===== src/rtl/vbg_pkg.sv =====
package vbg_pkg;

    typedef enum logic {
        PH_WAIT  = 1'b0,
        PH_BLANK = 1'b1
    } phase_e;

    typedef enum logic {
        ARM_OFF = 1'b0,
        ARM_ON  = 1'b1
    } arm_e;

    localparam int NCH       = 2;   // channel 0 horizontal, channel 1 vertical
    localparam int HFLAG_BIT = 2;
    localparam int VFLAG_BIT = 3;
    localparam int HMASK_BIT = 10;
    localparam int VMASK_BIT = 11;
    localparam int FIELD_BIT = 13;
    localparam int SW_W      = 16;

    function automatic int bits_for(input int v);
        return $clog2(v + 1);
    endfunction

    function automatic int max2(input int a, input int b);
        return (a > b) ? a : b;
    endfunction

endpackage


===== src/rtl/vbg_phase_ctr.sv =====
module vbg_phase_ctr
    import vbg_pkg::*;
#(
    parameter int W = 16
) (
    input  logic         clk,
    input  logic         rst_n,
    input  logic [W-1:0] period,
    output logic         start_evt,
    output logic         end_evt,
    output logic         gate
);

    logic [W-1:0] cnt_q;
    logic [W-1:0] half;
    phase_e       st_q;
    phase_e       st_d;

    // Event decode and next state. Compares use >= so that a period
    // shrinking under a running count still produces a boundary.
    always_comb begin
        half      = period >> 1;
        start_evt = (cnt_q >= period - W'(1));
        end_evt   = (st_q == PH_BLANK) && !start_evt && (cnt_q >= half - W'(1));
        st_d      = st_q;
        unique case (st_q)
            PH_WAIT:  if (start_evt) st_d = PH_BLANK;
            PH_BLANK: if (end_evt)   st_d = PH_WAIT;
            default:  st_d = PH_WAIT;
        endcase
    end

    always_ff @(posedge clk or negedge rst_n) begin
        if (!rst_n) begin
            cnt_q <= '0;
            st_q  <= PH_WAIT;
        end else begin
            cnt_q <= start_evt ? '0 : cnt_q + W'(1);
            st_q  <= st_d;
        end
    end

    always_comb begin
        gate = (st_q == PH_BLANK);
    end

endmodule


===== src/rtl/vbg_status.sv =====
module vbg_status
    import vbg_pkg::*;
(
    input  logic            clk,
    input  logic            rst_n,
    input  logic            h_end,
    input  logic            v_start,
    input  logic            v_end,
    input  logic            csr_wr,
    input  logic            msk_wr,
    input  logic [SW_W-1:0] sw_wdata,
    output logic [SW_W-1:0] status,
    output logic            disp_irq,
    output logic            ic_vstart,
    output logic            ic_vend
);

    logic [NCH-1:0] ev;
    logic [NCH-1:0] fire;
    logic [NCH-1:0] flags;
    logic           field_q;
    logic           irq_q;
    logic           vstart_q;
    logic           vend_q;

    assign ev = {v_end, h_end};

    generate
        for (genvar i = 0; i < NCH; i++) begin : g_ch
            localparam int SB = (i == 0) ? HFLAG_BIT : VFLAG_BIT;
            localparam int MB = (i == 0) ? HMASK_BIT : VMASK_BIT;

            arm_e arm_q;
            arm_e arm_d;
            logic wr_hit;
            logic flag_q;
            logic mask_q;

            always_comb begin
                wr_hit = csr_wr && sw_wdata[SB];
                arm_d  = arm_q;
                unique case (arm_q)
                    ARM_OFF: if (wr_hit)            arm_d = ARM_ON;
                    ARM_ON:  if (ev[i] && !wr_hit)  arm_d = ARM_OFF;
                    default: arm_d = ARM_OFF;
                endcase
            end

            always_ff @(posedge clk or negedge rst_n) begin
                if (!rst_n) begin
                    arm_q  <= ARM_OFF;
                    flag_q <= 1'b0;
                    mask_q <= 1'b1;
                end else begin
                    arm_q  <= arm_d;
                    flag_q <= ev[i] | (flag_q & ~wr_hit);
                    if (msk_wr) mask_q <= sw_wdata[MB];
                end
            end

            assign fire[i]  = (arm_q == ARM_ON) && ev[i] && !mask_q;
            assign flags[i] = flag_q;
        end
    endgenerate

    always_ff @(posedge clk or negedge rst_n) begin
        if (!rst_n) begin
            field_q  <= 1'b0;
            irq_q    <= 1'b0;
            vstart_q <= 1'b0;
            vend_q   <= 1'b0;
        end else begin
            field_q  <= field_q ^ v_end;
            irq_q    <= |fire;
            vstart_q <= v_start;
            vend_q   <= v_end;
        end
    end

    always_comb begin
        status            = '0;
        status[HFLAG_BIT] = flags[0];
        status[VFLAG_BIT] = flags[1];
        status[FIELD_BIT] = field_q;
        disp_irq          = irq_q;
        ic_vstart         = vstart_q;
        ic_vend           = vend_q;
    end

    logic unused_wdata_bits;
    assign unused_wdata_bits = &{1'b0, sw_wdata};

endmodule


===== src/rtl/blank_event_gen.sv =====
module blank_event_gen
    import vbg_pkg::*;
#(
    parameter int H_NTSC    = 9370,
    parameter int H_PAL     = 9436,
    parameter int V_NTSC    = 4489020,
    parameter int V_PAL     = 4717970,
    parameter int V_NTSC_IL = 2244510,
    parameter int V_PAL_IL  = 2358986
) (
    input  logic        clk,
    input  logic        rst_n,
    input  logic [1:0]  timing_sel,
    input  logic        csr_wr,
    input  logic        msk_wr,
    input  logic [15:0] sw_wdata,
    output logic [15:0] status,
    output logic        disp_irq,
    output logic        ic_vstart,
    output logic        ic_vend,
    output logic        hblank_gate,
    output logic        vblank_gate
);

    localparam int HW = bits_for(max2(H_NTSC, H_PAL));
    localparam int VW = bits_for(max2(max2(V_NTSC, V_PAL), max2(V_NTSC_IL, V_PAL_IL)));

    logic [HW-1:0] h_period;
    logic [VW-1:0] v_period;
    logic          h_start;
    logic          h_end;
    logic          v_start;
    logic          v_end;

    always_comb begin
        h_period = timing_sel[0] ? HW'(H_PAL) : HW'(H_NTSC);
        unique case (timing_sel)
            2'b00:   v_period = VW'(V_NTSC);
            2'b01:   v_period = VW'(V_PAL);
            2'b10:   v_period = VW'(V_NTSC_IL);
            default: v_period = VW'(V_PAL_IL);
        endcase
    end

    vbg_phase_ctr #(.W(HW)) u_hphase (
        .clk       (clk),
        .rst_n     (rst_n),
        .period    (h_period),
        .start_evt (h_start),
        .end_evt   (h_end),
        .gate      (hblank_gate)
    );

    vbg_phase_ctr #(.W(VW)) u_vphase (
        .clk       (clk),
        .rst_n     (rst_n),
        .period    (v_period),
        .start_evt (v_start),
        .end_evt   (v_end),
        .gate      (vblank_gate)
    );

    vbg_status u_status (
        .clk       (clk),
        .rst_n     (rst_n),
        .h_end     (h_end),
        .v_start   (v_start),
        .v_end     (v_end),
        .csr_wr    (csr_wr),
        .msk_wr    (msk_wr),
        .sw_wdata  (sw_wdata),
        .status    (status),
        .disp_irq  (disp_irq),
        .ic_vstart (ic_vstart),
        .ic_vend   (ic_vend)
    );

    logic unused_hstart;
    assign unused_hstart = h_start;

endmodule


===== config.mk =====
export PLATFORM = sky130hd
export DESIGN_NAME = blank_event_gen
export DESIGN_NICKNAME = d
export VERILOG_FILES = /design/src/rtl/vbg_pkg.sv /design/src/rtl/vbg_phase_ctr.sv /design/src/rtl/vbg_status.sv /design/src/rtl/blank_event_gen.sv
export SDC_FILE = /design/constraint.sdc
export NUM_CORES = 1
export LEC_CHECK = 0
export BUFFER_PORTS_ARGS = -buffer_cell sky130_fd_sc_hd__clkbuf_2
export CORE_ASPECT_RATIO = 1.25
export CORE_UTILIZATION = 35
export CTS_CLUSTER_DIAMETER = 50
export CTS_CLUSTER_SIZE = 20
export DETAILED_ROUTE_END_ITERATION = 8
export PLACE_DENSITY = 0.58
export SYNTH_ARGS = -nofsm -noshare
export SYNTH_HDL_FRONTEND = slang
export SYNTH_SLANG_ARGS = --single-unit
export TNS_END_PERCENT = 30

===== constraint.sdc =====
create_clock -name clk -period 6 [get_ports clk]
set_input_delay 0.6 -clock clk [delete_from_list [all_inputs] [get_ports clk]]
set_output_delay 0.6 -clock clk [all_outputs]
set_load 0.02 [all_outputs]

==> impl_metrics.json, run 1 <==
{
  "status": "completed",
  "die_x_um": 88.3,
  "grt_pass1_vias": 2468,
  "use_met1_pct": 19.6,
  "drc": 0,
  "cp_data_required_time_ns": 6.18,
  "fin_skew_ns": 0.00534,
  "drt_first_pass_iters": 4,
  "grt_max_degree": 50,
  "vias_per_cell": 4.96,
  "worstSetupEndpointType": "flop",
  "setup_slack_ns": 2.92,
  "core-area_um2": 9080,
  "final_hold_viol_count": 0,
  "grt_most_used_layer": "met2",
  "nets": 430,
  "antenna_left": 0,
  "hold_buffers": 0,
  "setup_viol": 0,
  "cts_resized": 0,
  "synth_flop_cell": "dfrtp_1",
  "clock-sinks": 49,
  "synth-simple-area-share_pct": 21.2,
  "htree_levels": 2,
  "pin_count": 43,
  "clk_latency_ns": 0.28,
  "place_hpwl_um": 4780,
  "diodes": 0,
  "synthTopCellsByArea": "dfrtp_1, ha_1, nor2_1",
  "synth_compound_area_share_pct": 10.2,
  "placed_area_um2": 3420,
  "tritoncts": "done",
  "cts_buffer_depth": 2,
  "area_delta_synth_final_pct": 9.40,
  "die_area_um2": 9700,
  "cp_max_fo": 26,
  "clock-root-buffer": "clkbuf_16",
  "met2_usage_pct": 25.1,
  "grt_pass1_wl_um": 11500,
  "clkTransAtPathRegs_ns": 0.07,
  "synthDistinctLibCells": 46,
  "power.leakage_nw": 1.70,
  "dp_slack_ns": 2.59,
  "post_cts_buffers": 0,
  "die_h_um": 110,
  "gr-total-overflow": 0,
  "post_drt_wl_per_cell_um": 13.0,
  "maxSlewViolCount": 0,
  "maxSlewHeadroom_pct": 44.6,
  "num_vias": 2445,
  "synthMuxAreaShare_pct": 0.691,
  "synth_top_family_by_area": "simple AND/OR/NAND/NOR gates",
  "ys_top_cells_by_count": "nor2_1, dfrtp_1, ha_1, nand2_1, nand3_1",
  "ir_drop_mv": 0.125,
  "crit_type": "in2reg",
  "wirelength_um": 6390,
  "drive_above_1_share_pct": 10.5,
  "synth_edf_count": 0,
  "start_util_pct": 35.9,
  "async_flop_share_pct": 100,
  "final_util_pct": 39.3,
  "drt_iter0_drc": 107,
  "period_share_pct": 51.4,
  "max_freq_mhz": 324,
  "synth_most_common_cell": "nor2_1",
  "grt.total_usage_pct": 14.9,
  "antenna_found_initial": 0,
  "synth_area_per_cell_um2": 9.26,
  "design_area_um2": 3570,
  "synthAdderAreaFrac_pct": 15.0,
  "fill_cells": 948,
  "cp-start-kind": "input port",
  "hold_path.class": "in2async",
  "tns_ns": 0,
  "whs_ns": 0.409,
  "rsz0062_at_grt": "no",
  "syn_area_um2": 3260,
  "syn_inst": 352,
  "std_cell_rows": 39,
  "critPathArrivalTime_ns": 3.26,
  "synth.yosys.seq_area_share_pct": 37.7,
  "use_met3_pct": 1.88,
  "synth_top_area_cell": "dfrtp_1",
  "final.min_clock_period_ns": 3.08,
  "gp_congestion": 0.769,
  "ys.warnings.count": 0,
  "numCtsBuffers": 5,
  "yosys.area.top_type_share_pct": 36.1,
  "synth_xor_xnor_area_share_pct": 8.87,
  "cap_violations": 0,
  "tightest_slew_ns": 0.827,
  "powerDensity_nw_per_um2": 184,
  "portBuffers": 17,
  "ys_seq_elements": 49
}
[layer usage]
| metal | share of wire, % | routed length (um) |
|---|---|---|
| met5 | 0 | 0 |
| met4 | 1.1 | 72 |
| met3 | 1.5 | 96 |
| met2 | 50 | 3180 |
| met1 | 48 | 3050 |
[registers in the layout, indices dropped and copies added, names as in the netlist, 2 cells and up]
name	count
u_vphase.cnt_q	23
u_status.g_ch.mask_q	2
u_hphase.cnt_q	14
u_status.g_ch.arm_q	2
u_status.g_ch.flag_q	2
[power by group]
| part | switching, mW | internal (mW) | leakage, nW |
|---|---|---|---|
| registers | 0.000964 | 0.333 | 0.635 |
| logic | 0.0308 | 0.0134 | 0.993 |
| clock network | 0.122 | 0.155 | 0.0702 |
[final cells by class]
| class | count | area (um^2) | area share (%) |
|---|---|---|---|
| timing repair buffer | 19 | 100 | 2.81 |
| clock inverter | 3 | 21.3 | 0.596 |
| tap | 123 | 154 | 4.32 |
| inverter | 16 | 60.1 | 1.68 |
| clock buffer | 5 | 125 | 3.51 |
| sequential | 49 | 1230 | 34.5 |
| multi-input combinational | 278 | 1880 | 52.6 |
[worst max-delay path, cell delays in order]
cell,delay [ns]
clkbuf_2,0.16
nor2_1,0.45
inv_1,0.17
ha_1,0.33
a211oi_1,0.23
o21bai_1,0.11
a211oi_1,0.30
o211ai_2,0.12
buf_4,0.22
a211o_1,0.33
a22o_1,0.22
[path summary, 6_finish.rpt]
check | slack, ns | startpoint | end | cells past startpoint
max in group asynchronous | 5.17 | rst_n | u_vphase.cnt_q[21]$_DFF_PN0_ | 2
min reg2reg | 0.48 | u_status.field_q$_DFF_PN0_ | u_status.field_q$_DFF_PN0_ | 1
min | 0.41 | rst_n | u_hphase.cnt_q[12]$_DFF_PN0_ | 2
max | 2.92 | timing_sel[1] | u_status.g_ch[1].arm_q$_DFF_PN0_ | 11
max reg2reg | 3.54 | u_vphase.cnt_q[1]$_DFF_PN0_ | u_status.g_ch[1].arm_q$_DFF_PN0_ | 8
min in group clk | 0.48 | u_status.field_q$_DFF_PN0_ | u_status.field_q$_DFF_PN0_ | 1
[placed cells by master, fill, tap and decap left out, types with 3 or more instances in the layout]
cell type / n
xor2_1: 21
a31oi_1: 4
a21oi_1: 10
a211o_1: 3
conb_1: 15
o31ai_1: 3
nand2_1: 24
xnor2_1: 12
nor2_1: 55
clkbuf_16: 5
and3_1: 7
o21ai_0: 8
nor3_1: 6
a211oi_1: 4
nand4_1: 8
dfrtp_1: 47
and4_1: 4
ha_1: 39
inv_1: 16
clkbuf_2: 17
nand3_1: 22
[cell families after synthesis]
logic type | count (synthesis)
AO/OA/AOI/OAI | 47
XOR/XNOR | 33
adder cells (fa/ha/maj) | 39
buffers and inverters | 39
flip-flops | 49
multiplexers | 2
other | 1
AND/OR/NAND/NOR | 142
[stage by stage]
stage | instances | power, mW
2_1_floorplan | 366 | 0.374
3_3_place_gp | 485 | 0.384
3_5_place_dp | 485 | 0.385
4_1_cts | 493 | 0.665
5_1_grt | 493 | 0.682
6_report | 493 | 0.656
(Power assumes the default switching activity.)
==> inputs of run 2 (changes only) <==
==> constraint.sdc (replaced) <==
create_clock -name clk -period 3.2 [get_ports clk]
set_input_delay 0.32 -clock clk [delete_from_list [all_inputs] [get_ports clk]]
set_output_delay 0.32 -clock clk [all_outputs]
set_load 0.02 [all_outputs]
==> run 2 against run 1 <==
Effect of this change:
- worst hold slack got worse by 0.28 ns
- global-route usage grew 0.37 points
- setup slack got worse by 2.0 ns
- clock power rose by 120%
- via count up 0.41%
- die area unchanged
- sequential share of layout area down 0.29 points
- clock skew increased by 0.0040 ns
- design area increased by 0.84%
==> impl_metrics.json, run 2 (synthesis gave the netlist of run 1 again) <==
{
  "status": "completed",
  "post_cts_buffers": 0,
  "grt_max_degree": 36,
  "crit_path_end": "u_status.g_ch[1].arm_q$_DFF_PN0_",
  "die_x_um": 88.3,
  "max_freq_mhz": 429,
  "tritoncts": "done",
  "cp-start-kind": "input port",
  "pin_count": 43,
  "worstSetupEndpointType": "flop",
  "ir_drop_mv": 0.281,
  "final_common_cell": "nor2_1",
  "nets": 431,
  "startpoint": "timing_sel[1]",
  "cap_violations": 0,
  "tightest_slew_ns": 0.917,
  "cp_max_fo": 9,
  "gp_congestion": 0.785,
  "period_share_pct": 72.9,
  "fin_skew_ns": 0.00931,
  "powerDensity_nw_per_um2": 365,
  "final_hold_viol_count": 0,
  "timing.rr.start": "u_hphase.cnt_q[1]$_DFF_PN0_",
  "crit_type": "in2reg",
  "antenna_found_initial": 0,
  "design_area_um2": 3600,
  "top_register": "u_vphase.cnt_q",
  "maxSlewViolCount": 0,
  "drt_first_pass_iters": 4,
  "fin_cells": 494,
  "critPathArrivalTime_ns": 2.51,
  "reg2reg_to": "u_hphase.cnt_q[6]$_DFF_PN0_",
  "drc": 0,
  "maxSlewHeadroom_pct": 38.6,
  "layout_common_cells": "nor2_1, dfrtp_1, ha_1",
  "num_vias": 2455,
  "cts_buffer_depth": 2,
  "gr-total-overflow": 0,
  "std_cell_rows": 39,
  "clock-sinks": 49,
  "portBuffers": 17,
  "final.min_clock_period_ns": 2.33,
  "power.leakage_nw": 1.72,
  "grt_pass1_wl_um": 11500,
  "place_inst": 486,
  "fill_cells": 943,
  "top_regs": "u_vphase.cnt_q: 23 flops, u_hphase.cnt_q: 14 flops",
  "core-area_um2": 9080,
  "cts_resized": 0,
  "vias_per_cell": 4.97,
  "grt.total_usage_pct": 15.2,
  "tns_ns": 0,
  "diodes": 0,
  "place_hpwl_um": 4940,
  "clk_latency_ns": 0.29,
  "reg2reg_slack_ns": 0.88,
  "hold_path.class": "in2async",
  "die_area_um2": 9700,
  "rr_worst_depth": 7,
  "placed_area_um2": 3430,
  "clkTransAtPathRegs_ns": 0.07,
  "wirelength_um": 6560,
  "hold_buffers": 0,
  "numCtsBuffers": 5,
  "drive_above_1_share_pct": 10.8,
  "htree_levels": 2,
  "drt_iter0_drc": 73,
  "largest_reg_flops": 23,
  "cp_data_required_time_ns": 3.38,
  "setup_viol": 0,
  "post_drt_wl_per_cell_um": 13.3,
  "antenna_left": 0,
  "rsz0062_at_grt": "no",
  "clock-root-buffer": "clkbuf_16",
  "grt_pass1_vias": 2488,
  "die_h_um": 110,
  "start_util_pct": 35.9,
  "area_delta_synth_final_pct": 10.3
}
run 2: cell count changes in the layout (fill, tap and decap cells not counted):
| cell | delta |
|---|---|
| clkinvlp_4 | -1 |
| buf_4 | +1 |
| bufinv_16 | +1 |
run 2: area by class of cell:
type | instances | area, um^2 | share of cell area, %
inverter | 16 | 60.1 | 1.67
multi-input combinational | 278 | 1880 | 52.2
tap | 123 | 154 | 4.28
sequential | 49 | 1230 | 34.2
timing repair buffer | 20 | 108 | 2.99
clock buffer | 5 | 125 | 3.48
clock inverter | 3 | 43.8 | 1.22
run 2: worst min-delay path by stage:
stage	depth (start not counted)	slack [ns]	from	end
2_1_floorplan	0	0.02	rst_n	u_hphase.cnt_q[0]$_DFF_PN0_
3_3_place_gp	1	0.45	rst_n	u_status.g_ch[0].arm_q$_DFF_PN0_
3_5_place_dp	1	0.47	rst_n	u_status.g_ch[0].arm_q$_DFF_PN0_
4_1_cts	1	0.16	rst_n	u_vphase.cnt_q[6]$_DFF_PN0_
5_1_grt	1	0.21	rst_n	u_hphase.gate$_DFF_PN0_
6_report	1	0.13	rst_n	u_hphase.gate$_DFF_PN0_
run 2: metrics by stage:
step,power [mW],setup slack (ns),hold WS [ns],util (%)
final,1.31,0.868,0.133,39.6
after global routing,1.37,0.681,0.213,39.6
after CTS,1.33,0.822,0.156,39.6
after detailed placement,0.724,0.535,0.470,37.8
after global placement,0.721,0.557,0.455,37.8
after floorplan,0.702,0.871,0.0244,-
run 2: routing by layer:
layer  track usage, %  vias to the layer above  part of all wire, %
met5                0                        -                    0
met4             4.84                        0                 0.90
met3             2.48                        5                  1.7
met2             27.1                       28                   52
met1             18.6                     1184                   45
li1                 -                     1238                    -
run 2: report_power, final:
| part | total (mW) | switching [mW] | internal (mW) | leakage [nW] |
|---|---|---|---|---|
| combinational | 0.0840 | 0.0580 | 0.0260 | 0.998 |
| clock | 0.603 | 0.233 | 0.370 | 0.0842 |
| sequential | 0.627 | 0.00222 | 0.624 | 0.635 |
run 2: worst max-delay path: stages:
cell and delay, ns:
clkbuf_2 0.17, nor2_1 0.13, buf_4 0.16, inv_1 0.08, ha_1 0.30, a211oi_1 0.21
o21bai_1 0.10, a211oi_1 0.30, o211ai_2 0.17, a211o_1 0.34, a22o_1 0.23
==> inputs of run 3 (changes only) <==
--- a/config.mk
+++ b/config.mk
@@ -11,7 +11,7 @@
 export CTS_CLUSTER_DIAMETER = 50
 export CTS_CLUSTER_SIZE = 20
 export DETAILED_ROUTE_END_ITERATION = 8
-export PLACE_DENSITY = 0.58
+export PLACE_DENSITY = 0.6
 export SYNTH_ARGS = -nofsm -noshare
 export SYNTH_HDL_FRONTEND = slang
 export SYNTH_SLANG_ARGS = --single-unit
==> constraint.sdc (replaced) <==
create_clock -name clk -period 1.9 [get_ports clk]
set_input_delay 0.19 -clock clk [delete_from_list [all_inputs] [get_ports clk]]
set_output_delay 0.19 -clock clk [all_outputs]
set_load 0.02 [all_outputs]
==> run 3 against run 2 <==
Effect of this change:
- the flow now finishes with violations (negative setup slack)
- worst hold slack better by 0.0071 ns
- register-to-register slack worse by 1.1 ns
- flip-flop and latch count stayed put
- setup slack worse by 1.1 ns
- core utilization is 9.4 points higher
- clock skew is 0.0012 ns lower
- critical path type is now reg2reg
- sequential share of layout area is 6.5 points lower
- count of clock-buffer cells in the layout is 1 higher
- non-clock buffer count is 60 higher
==> impl_metrics.json, run 3 (synthesis gave the netlist of run 1 again) <==
{
  "swShare_pct": 22.3,
  "die_h_um": 110,
  "wirelength_um": 7950,
  "final_common_cell": "buf_4",
  "cpMaxStageDelayCell": "dfrtp_2",
  "diodes": 0,
  "htree_levels": 2,
  "clk_latency_ns": 0.28,
  "tritoncts": "done",
  "internal-power_mw": 1.76,
  "gp_congestion": 0.822,
  "grt_pass1_wl_um": 12900,
  "status": "finished, violations left",
  "numCtsBuffers": 5,
  "final.min_clock_period_ns": 2.14,
  "gr-total-overflow": 0,
  "clkPwrFrac_pct": 44.4,
  "pin_count": 43,
  "top_regs": "u_vphase.cnt_q: 23 flops, u_hphase.cnt_q: 14 flops",
  "drive_above_1_share_pct": 32.5,
  "die_area_um2": 9700,
  "grt_max_degree": 31,
  "slowest_delay_ns": 0.46,
  "crit_chain": "ha_4 > nand4_1 > or3_4 > nor3_4 > nor3_2 > a211o_4 > a22o_1",
  "start_util_pct": 35.9,
  "failed_checks": "negative setup slack",
  "cp_max_fo": 4,
  "std_cell_rows": 39,
  "drt_iter0_drc": 118,
  "grt.total_usage_pct": 17.1,
  "max_freq_mhz": 467,
  "switchingPower_mw": 0.503,
  "die_x_um": 88.3,
  "top_register": "u_vphase.cnt_q",
  "cts_buffer_depth": 2,
  "layout_common_cells": "buf_4, nor2_1, dfrtp_1",
  "period_share_pct": 113,
  "clkTransAtPathRegs_ns": 0.07,
  "maxSlewHeadroom_pct": 64.1,
  "power.leakage_nw": 2.08,
  "clock-root-buffer": "clkbuf_16",
  "num_vias": 2738,
  "area_delta_synth_final_pct": 36.5,
  "finalPower_mw": 2.26,
  "grt_pass1_vias": 2780,
  "antenna_left": 0,
  "vias_per_cell": 4.94,
  "cap_violations": 0,
  "hold_path.class": "in2reg",
  "tightest_slew_ns": 0.539,
  "portBuffers": 17,
  "maxSlewViolCount": 0,
  "ir_drop_mv": 0.306,
  "p_seq_share_pct": 46.7,
  "nets": 491,
  "crit_type": "reg2reg",
  "core-area_um2": 9080,
  "powerDensity_nw_per_um2": 508,
  "critPathArrivalTime_ns": 2.32,
  "antenna_found_initial": 0,
  "worstSetupEndpointType": "flop",
  "clock-sinks": 49,
  "setup_slack_ns": -0.243,
  "cp_data_required_time_ns": 2.07,
  "tns_ns": -1.98,
  "largest_reg_flops": 23,
  "rsz0062_at_grt": "yes",
  "setup_viol": 18,
  "comb_power_share_pct": 8.9,
  "drt_first_pass_iters": 4,
  "drc": 0,
  "cp-start-kind": "flop",
  "post_drt_wl_per_cell_um": 14.3,
  "final_hold_viol_count": 0,
  "fin_skew_ns": 0.00810,
  "place_hpwl_um": 5710
}
-- run 3: cell count changes in the layout (fill, tap and decap cells not counted), sizes merged --
cell,change
clkbuf,+1
buf,+59
inv,-2
dlygate4sd3,+1
clkinvlp,+1
-- run 3: routing by layer --
metal	track usage, %	wire length (um)	vias to the layer above
met4	5.41	176	0
met5	0	0	-
met3	1.88	131	15
li1	-	-	1367
met1	21.6	3480	1325
met2	30.1	4160	31
-- run 3: worst max-delay path, delay by kind of cell, from the launching register on --
family / cells / cell delay [ns]
AOI/OAI and AO/OA: 2 / 0.54
adders and majority gates: 1 / 0.28
DFF: 1 / 0.46
and+or+nand+nor: 4 / 0.74
-- run 3: through the flow --
step	hold slack, ns	std cells	setup slack [ns]	cell area (um^2)	utilization, %
2_1_floorplan	-0.106	366	-0.0997	3380	-
3_3_place_gp	0.191	532	-0.387	3850	42.4
3_5_place_dp	0.195	532	-0.436	3850	42.4
4_1_cts	0.135	549	-0.205	4230	46.6
5_1_grt	0.143	554	-0.345	4450	49.0
6_report	0.140	554	-0.243	4450	49.0
-- run 3: worst paths after layout --
kind                                                  start                                  end  slack, ns  cells after the start
worst max register to register  u_vphase.cnt_q[1]$_DFF_PN0_     u_status.g_ch[1].arm_q$_DFF_PN0_      -0.24                      7
worst max-delay path            u_vphase.cnt_q[1]$_DFF_PN0_     u_status.g_ch[1].arm_q$_DFF_PN0_      -0.24                      7
worst min register to register   u_status.field_q$_DFF_PN0_           u_status.field_q$_DFF_PN0_       0.48                      1
min in group asynchronous                             rst_n     u_status.g_ch[0].arm_q$_DFF_PN0_       0.42                      2
max in group asynchronous                             rst_n  u_status.g_ch[1].mask_q$_DFFE_PN1P_       0.88                      3
worst min-delay path                           sw_wdata[11]  u_status.g_ch[1].mask_q$_DFFE_PN1P_       0.14                      2
-- run 3: area by class of cell --
cell class | count | area [um^2]
fill | 875 | 4630
multi-input combinational | 278 | 2170
sequential | 49 | 1230
timing repair buffer | 80 | 657
tap | 123 | 154
clock buffer | 6 | 129
inverter | 16 | 63.8
clock inverter | 2 | 38.8
-- run 3: timing repair --
action | in CTS | in global routing
pin swaps | 11 | 15
resized for setup | 24 | 31
gates cloned | 1 | 1
buffers inserted | 7 | 4
hold endpoints to repair | 18 | 0
hold buffers | 1 | 0
setup endpoints to repair | 46 | 46
-- run 3: power by group through the flow --
stage	registers, mW	clock network, mW	logic, mW
3_3_place_gp	1.07	0	0.172
2_1_floorplan	1.08	0	0.113
3_5_place_dp	1.08	0	0.177
6_report	1.06	1.00	0.202
5_1_grt	1.06	1.07	0.228
4_1_cts	1.05	1.04	0.188
